===== config.mk =====
export PLATFORM = sky130hd
export DESIGN_NAME = qspi_csr_bank
export DESIGN_NICKNAME = d
export VERILOG_FILES = /design/src/rtl/qcsr_pkg.sv /design/src/rtl/qcsr_plain_reg.sv /design/src/rtl/qcsr_queue_shadow.sv /design/src/rtl/qcsr_status.sv /design/src/rtl/qspi_csr_bank.sv
export SDC_FILE = /design/constraint.sdc
export NUM_CORES = 1
export LEC_CHECK = 0
export ABC_AREA = 1
export BUFFER_PORTS_ARGS = -buffer_cell sky130_fd_sc_hd__buf_2
export CAP_MARGIN = 0
export CORE_MARGIN = 4
export CORE_UTILIZATION = 45
export CTS_CLUSTER_DIAMETER = 150
export CTS_CLUSTER_SIZE = 24
export DETAILED_ROUTE_END_ITERATION = 7
export PLACE_DENSITY = 0.72
export SKIP_CTS_REPAIR_TIMING = 1
export SYNTH_ARGS = -nofsm -noshare
export SYNTH_HDL_FRONTEND = slang
export SYNTH_SLANG_ARGS = --single-unit

===== constraint.sdc =====
create_clock -name clk -period 1.24 [get_ports clk]
set_input_delay 0.248 -clock clk [delete_from_list [all_inputs] [get_ports clk]]
set_output_delay 0.248 -clock clk [all_outputs]
set_load 0.02 [all_outputs]

===== src/rtl/qcsr_pkg.sv =====
package qcsr_pkg;
    parameter int QC_DW     = 16;
    parameter int QC_AW     = 3;
    parameter int QC_NFLAG  = 4;
    parameter int QC_PTRW   = 4;
    parameter int QC_EN_BIT = 15;

    parameter int QC_A_MODE  = 0;
    parameter int QC_A_RUN   = 1;
    parameter int QC_A_QUEUE = 2;
    parameter int QC_A_DELAY = 3;
    parameter int QC_A_STAT  = 4;

    typedef enum logic [1:0] {
        Q_IDLE = 2'd0,
        Q_HOLD = 2'd1,
        Q_FIRE = 2'd2
    } q_state_t;
endpackage


===== src/rtl/qcsr_plain_reg.sv =====
module qcsr_plain_reg #(
    parameter int DW = 16,
    parameter logic [DW-1:0] CMP_MASK = '1
) (
    input  logic          clk,
    input  logic          rst_n,
    input  logic          wr_en,
    input  logic [DW-1:0] wr_data,
    input  logic [DW-1:0] hw_clr,
    output logic [DW-1:0] value,
    output logic          diff_wr
);
    logic [DW-1:0] nxt;

    always_comb begin
        nxt = (wr_en ? wr_data : value) & ~hw_clr;
    end

    always_ff @(posedge clk or negedge rst_n) begin
        if (!rst_n) value <= '0;
        else        value <= nxt;
    end

    // a write that changes any compared bit
    assign diff_wr = wr_en && (((wr_data ^ value) & CMP_MASK) != '0);

    AST_WRITE_LANDS: assert property (@(posedge clk) disable iff (!rst_n)
        (wr_en && hw_clr == '0) |=> value == $past(wr_data));
    AST_HW_CLR_WINS: assert property (@(posedge clk) disable iff (!rst_n)
        (hw_clr != '0) |=> ((value & $past(hw_clr)) == '0));
endmodule


===== src/rtl/qcsr_queue_shadow.sv =====
module qcsr_queue_shadow import qcsr_pkg::*; #(
    parameter int DW   = QC_DW,
    parameter int PTRW = QC_PTRW
) (
    input  logic            clk,
    input  logic            rst_n,
    input  logic            wr_en,
    input  logic [DW-1:0]   wr_data,
    input  logic            eng_en,
    input  logic            xfer_done,
    output logic [DW-1:0]   active,
    output logic            restart,
    output logic [PTRW-1:0] restart_ptr
);
    q_state_t      st_q, st_d;
    logic [DW-1:0] shadow_q, active_q;
    logic          commit;

    assign commit = (st_q == Q_HOLD) && (!eng_en || xfer_done);

    always_comb begin
        st_d = st_q;
        unique case (st_q)
            Q_IDLE:  if (wr_en) st_d = Q_HOLD;
            Q_HOLD:  if (commit) st_d = Q_FIRE;
            Q_FIRE:  st_d = wr_en ? Q_HOLD : Q_IDLE;
            default: st_d = Q_IDLE;
        endcase
    end

    always_ff @(posedge clk or negedge rst_n) begin
        if (!rst_n) st_q <= Q_IDLE;
        else        st_q <= st_d;
    end

    always_ff @(posedge clk or negedge rst_n) begin
        if (!rst_n) begin
            shadow_q <= '0;
            active_q <= '0;
        end else begin
            if (wr_en)  shadow_q <= wr_data;
            if (commit) active_q <= wr_en ? wr_data : shadow_q;
        end
    end

    always_comb begin
        active      = active_q;
        restart     = (st_q == Q_FIRE);
        restart_ptr = active_q[PTRW-1:0];
    end

    AST_RESTART_SINGLE: assert property (@(posedge clk) disable iff (!rst_n)
        restart |=> !restart);
    AST_HOLD_WHILE_BUSY: assert property (@(posedge clk) disable iff (!rst_n)
        (st_q == Q_HOLD && eng_en && !xfer_done) |=> $stable(active_q));
    AST_IDLE_COMMITS: assert property (@(posedge clk) disable iff (!rst_n)
        (st_q == Q_HOLD && !eng_en) |=> restart);
endmodule


===== src/rtl/qcsr_status.sv =====
module qcsr_status #(
    parameter int NFLAG = 4
) (
    input  logic             clk,
    input  logic             rst_n,
    input  logic [NFLAG-1:0] set_req,
    input  logic             clr_wr,
    input  logic [NFLAG-1:0] clr_bits,
    output logic [NFLAG-1:0] flags
);
    for (genvar g = 0; g < NFLAG; g++) begin : g_flag
        always_ff @(posedge clk or negedge rst_n) begin
            if (!rst_n) flags[g] <= 1'b0;
            else        flags[g] <= set_req[g] | (flags[g] & ~(clr_wr & clr_bits[g]));
        end
    end

    AST_SET_WINS: assert property (@(posedge clk) disable iff (!rst_n)
        (set_req != '0) |=> ((flags & $past(set_req)) == $past(set_req)));
    AST_W1C_CLEARS: assert property (@(posedge clk) disable iff (!rst_n)
        (clr_wr && set_req == '0) |=> ((flags & $past(clr_bits)) == '0));
endmodule


===== src/rtl/qspi_csr_bank.sv =====
module qspi_csr_bank import qcsr_pkg::*; #(
    parameter int DW     = QC_DW,
    parameter int AW     = QC_AW,
    parameter int NFLAG  = QC_NFLAG,
    parameter int PTRW   = QC_PTRW,
    parameter int EN_BIT = QC_EN_BIT
) (
    input  logic             clk,
    input  logic             rst_n,
    input  logic [AW-1:0]    bus_addr,
    input  logic             bus_we,
    input  logic [DW-1:0]    bus_wdata,
    output logic [DW-1:0]    bus_rdata,
    input  logic             eng_stop,
    input  logic             eng_xfer_done,
    input  logic [NFLAG-1:0] eng_flag_set,
    output logic [DW-1:0]    cfg_mode,
    output logic [DW-1:0]    cfg_run,
    output logic [DW-1:0]    cfg_queue,
    output logic [DW-1:0]    cfg_delay,
    output logic             eng_enable,
    output logic             q_restart,
    output logic [PTRW-1:0]  q_restart_ptr,
    output logic [NFLAG-1:0] stat_flags,
    output logic             cfg_disturbed
);
    localparam int NPLAIN = 3;
    localparam logic [DW-1:0] EN_MASK = DW'(1) << EN_BIT;

    logic [DW-1:0]     plain_val [NPLAIN];
    logic [NPLAIN-1:0] plain_diff;
    logic [DW-1:0]     rd_mux;
    logic              dist_q;

    for (genvar g = 0; g < NPLAIN; g++) begin : g_plain
        localparam int PA = (g == 0) ? QC_A_MODE : ((g == 1) ? QC_A_RUN : QC_A_DELAY);
        localparam logic [DW-1:0] CMPM = (g == 1) ? ~EN_MASK : {DW{1'b1}};
        localparam logic [DW-1:0] CLRM = (g == 1) ? EN_MASK : {DW{1'b0}};
        qcsr_plain_reg #(.DW(DW), .CMP_MASK(CMPM)) u_reg (
            .clk     (clk),
            .rst_n   (rst_n),
            .wr_en   (bus_we && (bus_addr == AW'(PA))),
            .wr_data (bus_wdata),
            .hw_clr  (eng_stop ? CLRM : {DW{1'b0}}),
            .value   (plain_val[g]),
            .diff_wr (plain_diff[g])
        );
    end

    assign cfg_mode   = plain_val[0];
    assign cfg_run    = plain_val[1];
    assign cfg_delay  = plain_val[2];
    assign eng_enable = plain_val[1][EN_BIT];

    qcsr_queue_shadow #(.DW(DW), .PTRW(PTRW)) u_queue (
        .clk         (clk),
        .rst_n       (rst_n),
        .wr_en       (bus_we && (bus_addr == AW'(QC_A_QUEUE))),
        .wr_data     (bus_wdata),
        .eng_en      (eng_enable),
        .xfer_done   (eng_xfer_done),
        .active      (cfg_queue),
        .restart     (q_restart),
        .restart_ptr (q_restart_ptr)
    );

    qcsr_status #(.NFLAG(NFLAG)) u_stat (
        .clk      (clk),
        .rst_n    (rst_n),
        .set_req  (eng_flag_set),
        .clr_wr   (bus_we && (bus_addr == AW'(QC_A_STAT))),
        .clr_bits (bus_wdata[NFLAG-1:0]),
        .flags    (stat_flags)
    );

    always_ff @(posedge clk or negedge rst_n) begin
        if (!rst_n) dist_q <= 1'b0;
        else        dist_q <= dist_q | (eng_enable && (plain_diff != '0));
    end
    assign cfg_disturbed = dist_q;

    always_comb begin
        rd_mux = '0;
        case (bus_addr)
            AW'(QC_A_MODE):  rd_mux = cfg_mode;
            AW'(QC_A_RUN):   rd_mux = cfg_run;
            AW'(QC_A_QUEUE): rd_mux = cfg_queue;
            AW'(QC_A_DELAY): rd_mux = cfg_delay;
            AW'(QC_A_STAT):  rd_mux = {{(DW-NFLAG){1'b0}}, stat_flags};
            default:         rd_mux = '0;
        endcase
    end

    always_ff @(posedge clk or negedge rst_n) begin
        if (!rst_n) bus_rdata <= '0;
        else        bus_rdata <= rd_mux;
    end

    AST_STOP_CLEARS_EN: assert property (@(posedge clk) disable iff (!rst_n)
        eng_stop |=> !eng_enable);
    AST_DISTURB_STICKY: assert property (@(posedge clk) disable iff (!rst_n)
        cfg_disturbed |=> cfg_disturbed);
    AST_SAME_VALUE_QUIET: assert property (@(posedge clk) disable iff (!rst_n)
        (eng_enable && bus_we && bus_addr == AW'(QC_A_MODE) && bus_wdata == cfg_mode
         && !cfg_disturbed) |=> !cfg_disturbed);
endmodule


# [After elaboration in Yosys (flattened, before gate mapping)]
# Index checks and enable logic that the tools add are counted.
[classes] bitwise=22 n_eq_ne=8 n_mux=8 n_reduce_logical=19
[ops] cell="case mux 16 bit (5 select lines)" count=1
[ops] cell="2-to-1 mux 16 bit" count=3
[ops] cell="nonzero test 16 bit" count=3
[ops] cell="XOR 16 bit" count=2
[ops] cell="AND 16 bit" count=1
[ops] cell="NOT 16 bit" count=1
[ops] cell="XOR 15 bit" count=1
[ops] cell="logical AND 1 bit" count=10
[ops] cell="AND 1 bit" count=8
[ops] cell="== test 3 x 2 -> 1 bit, second input constant" count=2
[ops] cell="case mux 2 bit (3 select lines)" count=1
[ops] cell="OR 1 bit" count=5
[ops] cell="2-to-1 mux 2 bit" count=2
[ops] cell="inequality test 2 x 1 -> 1 bit, second input constant" count=2
[ops] cell="NOT 1 bit" count=4
[ops] cell="== test 3 x 1 -> 1 bit, second input constant" count=1
[ops] cell="== test 3 bit, second input constant" count=1
[ops] cell="zero test 3 bit" count=1
[ops] cell="nonzero test 3 bit" count=1
[ops] cell="== test 2 x 1 -> 1 bit, second input constant" count=1
[ops] cell="== test 2 bit, second input constant" count=1
[ops] cell="zero test 2 bit" count=1
[ops] cell="AND reduction 2 bit" count=1
[ops] cell="zero test 1 bit" count=1
[ops] cell="2 further kinds" count=2
[word_totals] elab_cells=69 ff_bits=103 output_inout_bits=91 input_bits=28

# [Logic depth before layout (Yosys ltp)]
# Gate-level depths: netlist (run 1).
[logic_depth] word_depth=6 depth_mapped=11

# [By module]
# From an unflattened synthesis (run 1), not the netlist that was laid out.
[hier_totals] cells_unflattened=778 area_unflattened_um2=5943.2
[modules_own_cells] module="qcsr_plain_reg (g_plain[0].u_reg ...)" area_per_inst_um2=1047.3 seq_area_each_um2=400.4 n_inst=2 cells_per_inst=144
[modules_own_cells] module="qcsr_queue_shadow" area_per_inst_um2=1401.3 seq_area_each_um2=850.8 n_inst=1 cells_per_inst=152
[modules_own_cells] module="qspi_csr_bank" area_per_inst_um2=1281.2 seq_area_each_um2=425.4 n_inst=1 cells_per_inst=180
[modules_own_cells] module="qcsr_plain_reg (g_plain[1].u_reg)" area_per_inst_um2=1006.0 seq_area_each_um2=400.4 n_inst=1 cells_per_inst=138
[modules_own_cells] module="qcsr_status" area_per_inst_um2=160.2 seq_area_each_um2=100.1 n_inst=1 cells_per_inst=20

# [Worst setup path before layout (run 1)]
# No wires, ideal clock.
[synth_timing] path_kind="register to register" startpoint="reg g_plain[1].u_reg.value[15]" endpoint="reg u_queue.active_q[12], in the netlist u_queue.active[12]" n_path_buf=1 path_slack_ns=-0.179 arrival_ns=1.294 path_stages_with_launch=4 path_cell_list="dfrtp_1 -> a21oi_1 -> clkbuf_1 -> mux2_2"
[synth_via] elab_chain_cells=3
[synth_rtl] element="start, declared" line_no="qcsr_plain_reg.sv:10" text="output logic [DW-1:0] value,"
[synth_rtl] element="start signal, assigned" line_no="qcsr_plain_reg.sv:21" text="else value <= nxt;"
[synth_rtl] element="zero test 1 bit" line_no="qcsr_queue_shadow.sv:19" text="assign commit = (st_q == Q_HOLD) && (!eng_en || xfer_done);"
[synth_rtl] element="logical OR 1 bit" line_no="qcsr_queue_shadow.sv:19"
[synth_rtl] element="logical AND 1 bit" line_no="qcsr_queue_shadow.sv:19"
[synth_rtl] element="end signal, assigned" line_no="qcsr_queue_shadow.sv:42" text="if (commit) active_q <= wr_en ? wr_data : shadow_q;"
[synth_rtl] element="end, declared" line_no="qcsr_queue_shadow.sv:16" text="logic [DW-1:0] shadow_q, active_q;"
# Every way passes these cells.
# A chain may end at the register's enable or synchronous reset.

# [Worst setup path after layout (run 1)]
[layout_timing] startpoint="reg u_queue.st_q[0]" endpoint="out q_restart"
[layout_via] elab_chain_cells=1
[layout_rtl] element="start, declared" line_no="qcsr_queue_shadow.sv:15" text="q_state_t st_q, st_d;"
[layout_rtl] element="start signal, assigned" line_no="qcsr_queue_shadow.sv:33" text="else st_q <= st_d;"
[layout_rtl] element="== test 2 bit" line_no="qcsr_queue_shadow.sv:48" text="restart = (st_q == Q_FIRE);"
[layout_rtl] element="end, declared" line_no="qspi_csr_bank.sv:22" text="output logic q_restart,"
# Every way passes these cells.

==> results of run 1 <==
## cells by family (layout without fill, tap and decap cells)
| family | after synthesis | in the layout | share of synthesized area, % |
|---|---|---|---|
| XOR/XNOR | 7 | 7 | 1.22 |
| flip-flops | 103 | 103 | 51.5 |
| AO/OA/AOI/OAI | 96 | 96 | 11.9 |
| multiplexers | 13 | 13 | 3.67 |
| buffers and inverters | 96 | 327 | 8.20 |
| AND/OR/NAND/NOR | 295 | 295 | 23.5 |
## power by group through the flow
stage	Sequential, uW	Combinational (uW)	Clock, uW
2_1_floorplan	5190	1280	0
3_3_place_gp	4540	3440	0
3_5_place_dp	4560	3530	0
4_1_cts	4500	3550	2420
5_1_grt	4640	4690	2580
6_report	4570	4340	2390
## area by class of cell
cell class	count	area share, %
inverters	75	3.88
flip-flops and latches	103	35.3
well taps	140	2.40
clock inverters	3	0.924
multi-input cells	411	28.4
repair buffers	237	27.0
clock buffers	12	2.12
## critical path: stages (launching register included)
cell and delay [ns]:
sky130_fd_sc_hd__dfrtp_1 0.41, sky130_fd_sc_hd__buf_6 0.13, sky130_fd_sc_hd__nor2_4 0.10, sky130_fd_sc_hd__buf_6 0.12
## worst paths after layout
| path | to | slack (ns) | cells after the start |
|---|---|---|---|
| min reg2reg | u_queue.shadow_q[8] | 0.48 | 2 |
| max | q_restart | -0.12 | 3 |
| max in group asynchronous | g_plain[0].u_reg.value[3] | 0.40 | 3 |
| max reg2reg | u_queue.active[12] | -0.12 | 6 |
| min in group asynchronous | g_plain[0].u_reg.value[8] | 0.29 | 2 |
| min | g_plain[1].u_reg.value[15] | 0.008 | 2 |
## flip-flops by register name (all words and copies together) (netlist names)
name and cells:
bus_rdata 16, cfg_disturbed 1, g_plain.u_reg.value 48, u_queue.active 16, u_queue.shadow_q 16, u_queue.st_q 2, u_stat.flags 4
## cell usage after synthesis, types with 4 or more instances
| library cell | instances |
|---|---|
| sky130_fd_sc_hd__o21ai_1 | 4 |
| sky130_fd_sc_hd__buf_4 | 6 |
| sky130_fd_sc_hd__a221oi_1 | 4 |
| sky130_fd_sc_hd__nor2_1 | 32 |
| sky130_fd_sc_hd__mux2_4 | 10 |
| sky130_fd_sc_hd__o21ai_0 | 57 |
| sky130_fd_sc_hd__dfrtp_1 | 103 |
| sky130_fd_sc_hd__o2111ai_1 | 12 |
| sky130_fd_sc_hd__o22ai_1 | 4 |
| sky130_fd_sc_hd__xor2_1 | 5 |
| sky130_fd_sc_hd__buf_2 | 7 |
| sky130_fd_sc_hd__clkbuf_1 | 5 |
| sky130_fd_sc_hd__inv_1 | 71 |
| sky130_fd_sc_hd__nand2_1 | 241 |
| sky130_fd_sc_hd__o21ai_2 | 13 |
| sky130_fd_sc_hd__nand2_2 | 13 |
## per-stage QoR
stage / cells / cell area, um^2 / worst slack [ns] / hold WS [ns] / setup TNS [ns]
finish: 981 / 7310 / -0.124 / 0.00756 / -3.07
global route: 981 / 7310 / -0.197 / 0.0167 / -4.83
CTS: 954 / 6630 / -0.157 / -0.258 / -3.80
detailed placement: 939 / 6410 / -0.185 / 0.150 / -4.47
global placement: 939 / 6410 / -0.138 / 0.145 / -3.43
floorplan: 610 / 5020 / -0.0116 / -0.0476 / -0.127
## routing by layer
metal | global-route usage, % | routed length, um | vias to the layer above | share of wire (%)
met5 | 0 | 0 | - | 0
met4 | 7.53 | 247 | 0 | 1.6
met3 | 4.30 | 973 | 17 | 6.2
met2 | 39.5 | 7840 | 158 | 50
met1 | 30.4 | 6520 | 2321 | 42
li1 | - | - | 2362 | -
==> flow_summary.ini, run 1 <==
[global_route]
largest_net_degree_at_the_start_of_global_routing = 46
first_global_vias = 4783
grt_pass1_wl_um = 23700
gr-usage-all-layers_pct = 23.4
antenna_found_initial = 0
grt_overflow = 0

[cells_and_area]
layout_common_cells = 237 x sky130_fd_sc_hd__nand2_1, 101 x sky130_fd_sc_hd__dfrtp_1, 86 x sky130_fd_sc_hd__buf_4
multiInputGateArea_um2 = 2080
layout.nets = 865
drive_above_1_share_pct = 37.6
area_growth_synth_to_finish_pct = 46.1
antenna_cells_inserted = 0
fillers = 835
seq_area_um2 = 2580
post-route-util_pct = 67.5
layout_commonest_cell = sky130_fd_sc_hd__nand2_1

[power]
design_power_total_uw = 11300
pwr-share-seq_pct = 40.4
peakVddDrop_mv = 1.10
power.share.switching_pct = 35.1
share_clk_of_total_power_pct = 21.2
comb_power_share_pct = 38.4
total_leakage_power_uw = 0.00384
cellPowerDensity_nw_per_um2 = 1550
p_switching_uw = 3970
internal-power_uw = 7340

[die]
top_level_ports = 119
floorplan.die.height_um = 113
effective_utilization_at_floorplan_pct = 46.2
placementRows = 38
floorplan.core_area_um2 = 10800
fp.dieArea_um2 = 12900
die_x_um = 113

[route]
drtAntennaViolNets = 0
drt_first_pass_iters = 5
totalWireLength_um = 15600
detailroute.via_count = 4858
viasPerCell = 4.95
wl_per_cell_um = 15.9
remaining_drc_errors = 0
initialDrtViolationCount = 332

[clock_tree]
insertion_delay_ns = 0.38
htree_num_levels = 3
tritoncts_buffers = 9
tritoncts = built
clock_sink_count = 103
cts-root-buf = sky130_fd_sc_hd__clkbuf_8
clkTransAtPathRegs_ns = 0.10
cts_max_path_buffers = 2

[logic_synthesis]
syn-cell-area_um2 = 5010
synthDominantAreaCellType = sky130_fd_sc_hd__dfrtp_1
netlist_top_cells_area = sky130_fd_sc_hd__dfrtp_1 51%, sky130_fd_sc_hd__nand2_1 18%, sky130_fd_sc_hd__o21ai_0 5.7%
syn_nets = 638
yosysTopAreaCellShare_pct = 51.5
postSynthRegisterBits = 103
synth_edf_count = 0
synth_cell_type_count = 27
mean_instance_size_in_the_synthesized_netlist_um2 = 8.21
synth_seq_area_share_pct = 51.5
yosysWarningCount = 0
postSynth.asyncResetShare_pct = 100
synthesis.instances = 610
synth_top_flop_cell = sky130_fd_sc_hd__dfrtp_1

[sta]
maxSlewHeadroom_pct = 80.0
timing.final.ws_setup_ns = -0.124
skew_ns = 0.0147
grt_setup_unrepaired = true
finalMaxSlewViolations = 0
setup_viol = 45
final-hold-violation-count = 0
final.min_clock_period_ns = 1.36
final_min_period_over_clock_period_pct = 110
worst_slew_pin_slew_ns = 0.298
fmaxAchievable_mhz = 733

[run_status]
status = finished, violations left
violated_checks = setup timing

[setup_path]
startpoint = u_queue.st_q[0]
worstSetupEndpointType = primary output
timing.critical_path.fanout_max = 2
timing.rr.start = u_queue.st_q[1]
crit_arrival_ns = 1.12
critPathLaunchType = register
critical_path_required_ns = 0.99
critical_path_class = reg -> out

[min_path]
hp-class = in -> reg
timing.hold.worst.start = eng_stop

[place]
hpwl_um = 11000
portBuffers = 118
globalplace.congestion = 0.897

[flow_run]
max_cap_viol_count = 0
(Power assumes the default switching activity.)
==> inputs of run 2 (changes only) <==
Settings changed: PLACE_DENSITY 0.72 to 0.7.
Clock period 1.24 ns to 1.27 ns, I/O delays scaled along.
==> run 2 against run 1 <==
Effect of this change:
- the run still ends with setup timing left
- critical path depth unchanged
- utilization down 1.1 points
- sequential share of layout area up 0.55 points
- total power down 3.5%
- non-clock buffer count down 8
- highest routed layer unchanged
- die area unchanged
- flip-flop and latch count unchanged
- final cell count down 0.71%
- via count up 0.62%
- wire length down 2.1%
- hold slack worse by 0.0021 ns
==> flow_summary.ini, run 2 (synthesis results as in run 1) <==
[run_status]
status = finished, violations left
violated_checks = setup timing

[cells_and_area]
largest-register = g_plain.u_reg.value
area_growth_synth_to_finish_pct = 43.8
largest_register_ffs = 48
multiInputGateArea_um2 = 2100
antenna_cells_inserted = 0
layout_common_cells = 234 x sky130_fd_sc_hd__nand2_1, 102 x sky130_fd_sc_hd__dfrtp_1, 84 x sky130_fd_sc_hd__buf_4
drive_above_1_share_pct = 38.0
fillers = 863
layout.nets = 857
final_design_area_no_fill_um2 = 7200
seq_area_um2 = 2580
layout_commonest_cell = sky130_fd_sc_hd__nand2_1

[die]
fp.dieArea_um2 = 12900
floorplan.die.height_um = 113
effective_utilization_at_floorplan_pct = 46.2
die_x_um = 113
top_level_ports = 119
placementRows = 38
floorplan.core_area_um2 = 10800

[clock_tree]
clock_sink_count = 103
insertion_delay_ns = 0.38
htree_num_levels = 3
tritoncts = built
cts_max_path_buffers = 2
clkTransAtPathRegs_ns = 0.10
tritoncts_buffers = 9
cts-root-buf = sky130_fd_sc_hd__clkbuf_8

[sta]
setup_tns_ns = -2.77
setup_viol = 49
final_min_period_over_clock_period_pct = 111
worst_slew_pin_slew_ns = 0.325
final.min_clock_period_ns = 1.41
finalMaxSlewViolations = 0
grt_setup_unrepaired = true
hold_slack_final_ns = 0.00541
final-hold-violation-count = 0
timing.final.ws_setup_ns = -0.143
skew_ns = 0.0126
maxSlewHeadroom_pct = 78.3
fmaxAchievable_mhz = 708

[route]
viasPerCell = 5.02
drt_first_pass_iters = 5
totalWireLength_um = 15300
drtAntennaViolNets = 0
remaining_drc_errors = 0
detailroute.via_count = 4888
initialDrtViolationCount = 347
wl_per_cell_um = 15.7

[setup_path]
timing.critical_path.fanout_max = 2
critical_path.n_buffers_inverters = 2
critical_path_required_ns = 1.02
worstSetupEndpointType = primary output
crit_chain = buf_4, nor2_2, buf_6
slowest_delay_ns = 0.40
critical_path_class = reg -> out
timing.critical_path.max_delay_family = flip-flops
crit_arrival_ns = 1.16
reg2regPathDepth = 5
crit_cells = 3
crit_path_top_delay_cell = sky130_fd_sc_hd__dfrtp_1
critPathLaunchType = register

[place]
worst_slack_at_placement_ns = -0.131
globalplace.congestion = 0.872
detailed_place.area_um2 = 6500
hpwl_um = 11100
portBuffers = 118

[global_route]
largest_net_degree_at_the_start_of_global_routing = 33
grt_overflow = 0
first_global_vias = 4876
gr-usage-all-layers_pct = 23.7
antenna_found_initial = 0
grt_pass1_wl_um = 24000

[flow_run]
max_cap_viol_count = 0

[power]
p_switching_uw = 3840
comb_power_share_pct = 37.3
share_clk_of_total_power_pct = 22.3
design_power_total_uw = 10900
cellPowerDensity_nw_per_um2 = 1520
power.share.switching_pct = 35.2
pwr-share-seq_pct = 40.4
peakVddDrop_mv = 0.799
total_leakage_power_uw = 0.00380
internal-power_uw = 7080

[min_path]
depth_of_the_worst_hold_timing_path = 2
hp-class = in -> reg
[run 2: cell count changes in the layout (fill, tap and decap cells not counted), sizes merged]
cell	delta
buf	-7
clkbuf	-1
clkinv	+1
[run 2: worst paths after layout]
| path | from | slack, ns | end |
|---|---|---|---|
| max | u_queue.st_q[0] | -0.14 | q_restart |
| min | eng_stop | 0.005 | g_plain[1].u_reg.value[15] |
| max reg2reg | u_queue.st_q[1] | -0.11 | u_queue.active[15] |
| min reg2reg | u_queue.shadow_q[10] | 0.49 | u_queue.shadow_q[10] |
| max in group asynchronous | rst_n | 0.47 | bus_rdata[12] |
| min in group asynchronous | rst_n | 0.30 | g_plain[1].u_reg.value[6] |
[run 2: worst register-to-register path, cell delays in order (launching register included)]
cell and delay (ns):
sky130_fd_sc_hd__dfrtp_1 0.38, sky130_fd_sc_hd__inv_2 0.07, sky130_fd_sc_hd__nand2_2 0.07, sky130_fd_sc_hd__a21oi_4 0.23, sky130_fd_sc_hd__clkbuf_16 0.23, sky130_fd_sc_hd__mux2_4 0.30
[run 2: final cells by class]
| class | count | area share, % |
|---|---|---|
| clock buffers | 12 | 2.29 |
| clock inverters | 4 | 1.06 |
| inverters | 75 | 3.95 |
| multi-input cells | 411 | 29.1 |
| flip-flops and latches | 103 | 35.8 |
| well taps | 140 | 2.43 |
| repair buffers | 229 | 25.3 |
[run 2: per-stage QoR]
stage | util, % | std cells
floorplan | - | 610
CTS | 62.2 | 964
global placement | 59.9 | 948
detailed placement | 59.9 | 948
finish | 66.4 | 974
global route | 66.4 | 974
[run 2: power groups by stage]
stage	registers (uW)	logic, uW	clock network [uW]
6_report	4420	4070	2430
5_1_grt	4490	4400	2620
4_1_cts	4380	3570	2460
3_5_place_dp	4430	3550	0
3_3_place_gp	4410	3480	0
2_1_floorplan	5060	1250	0
[run 2: routing by layer]
| metal | track usage [%] | vias up | routed length (um) |
|---|---|---|---|
| met3 | 3.82 | 32 | 843 |
| met2 | 39.5 | 167 | 7540 |
| li1 | - | 2349 | - |
| met4 | 10.3 | 0 | 434 |
| met5 | 0 | - | 0 |
| met1 | 30.6 | 2340 | 6430 |
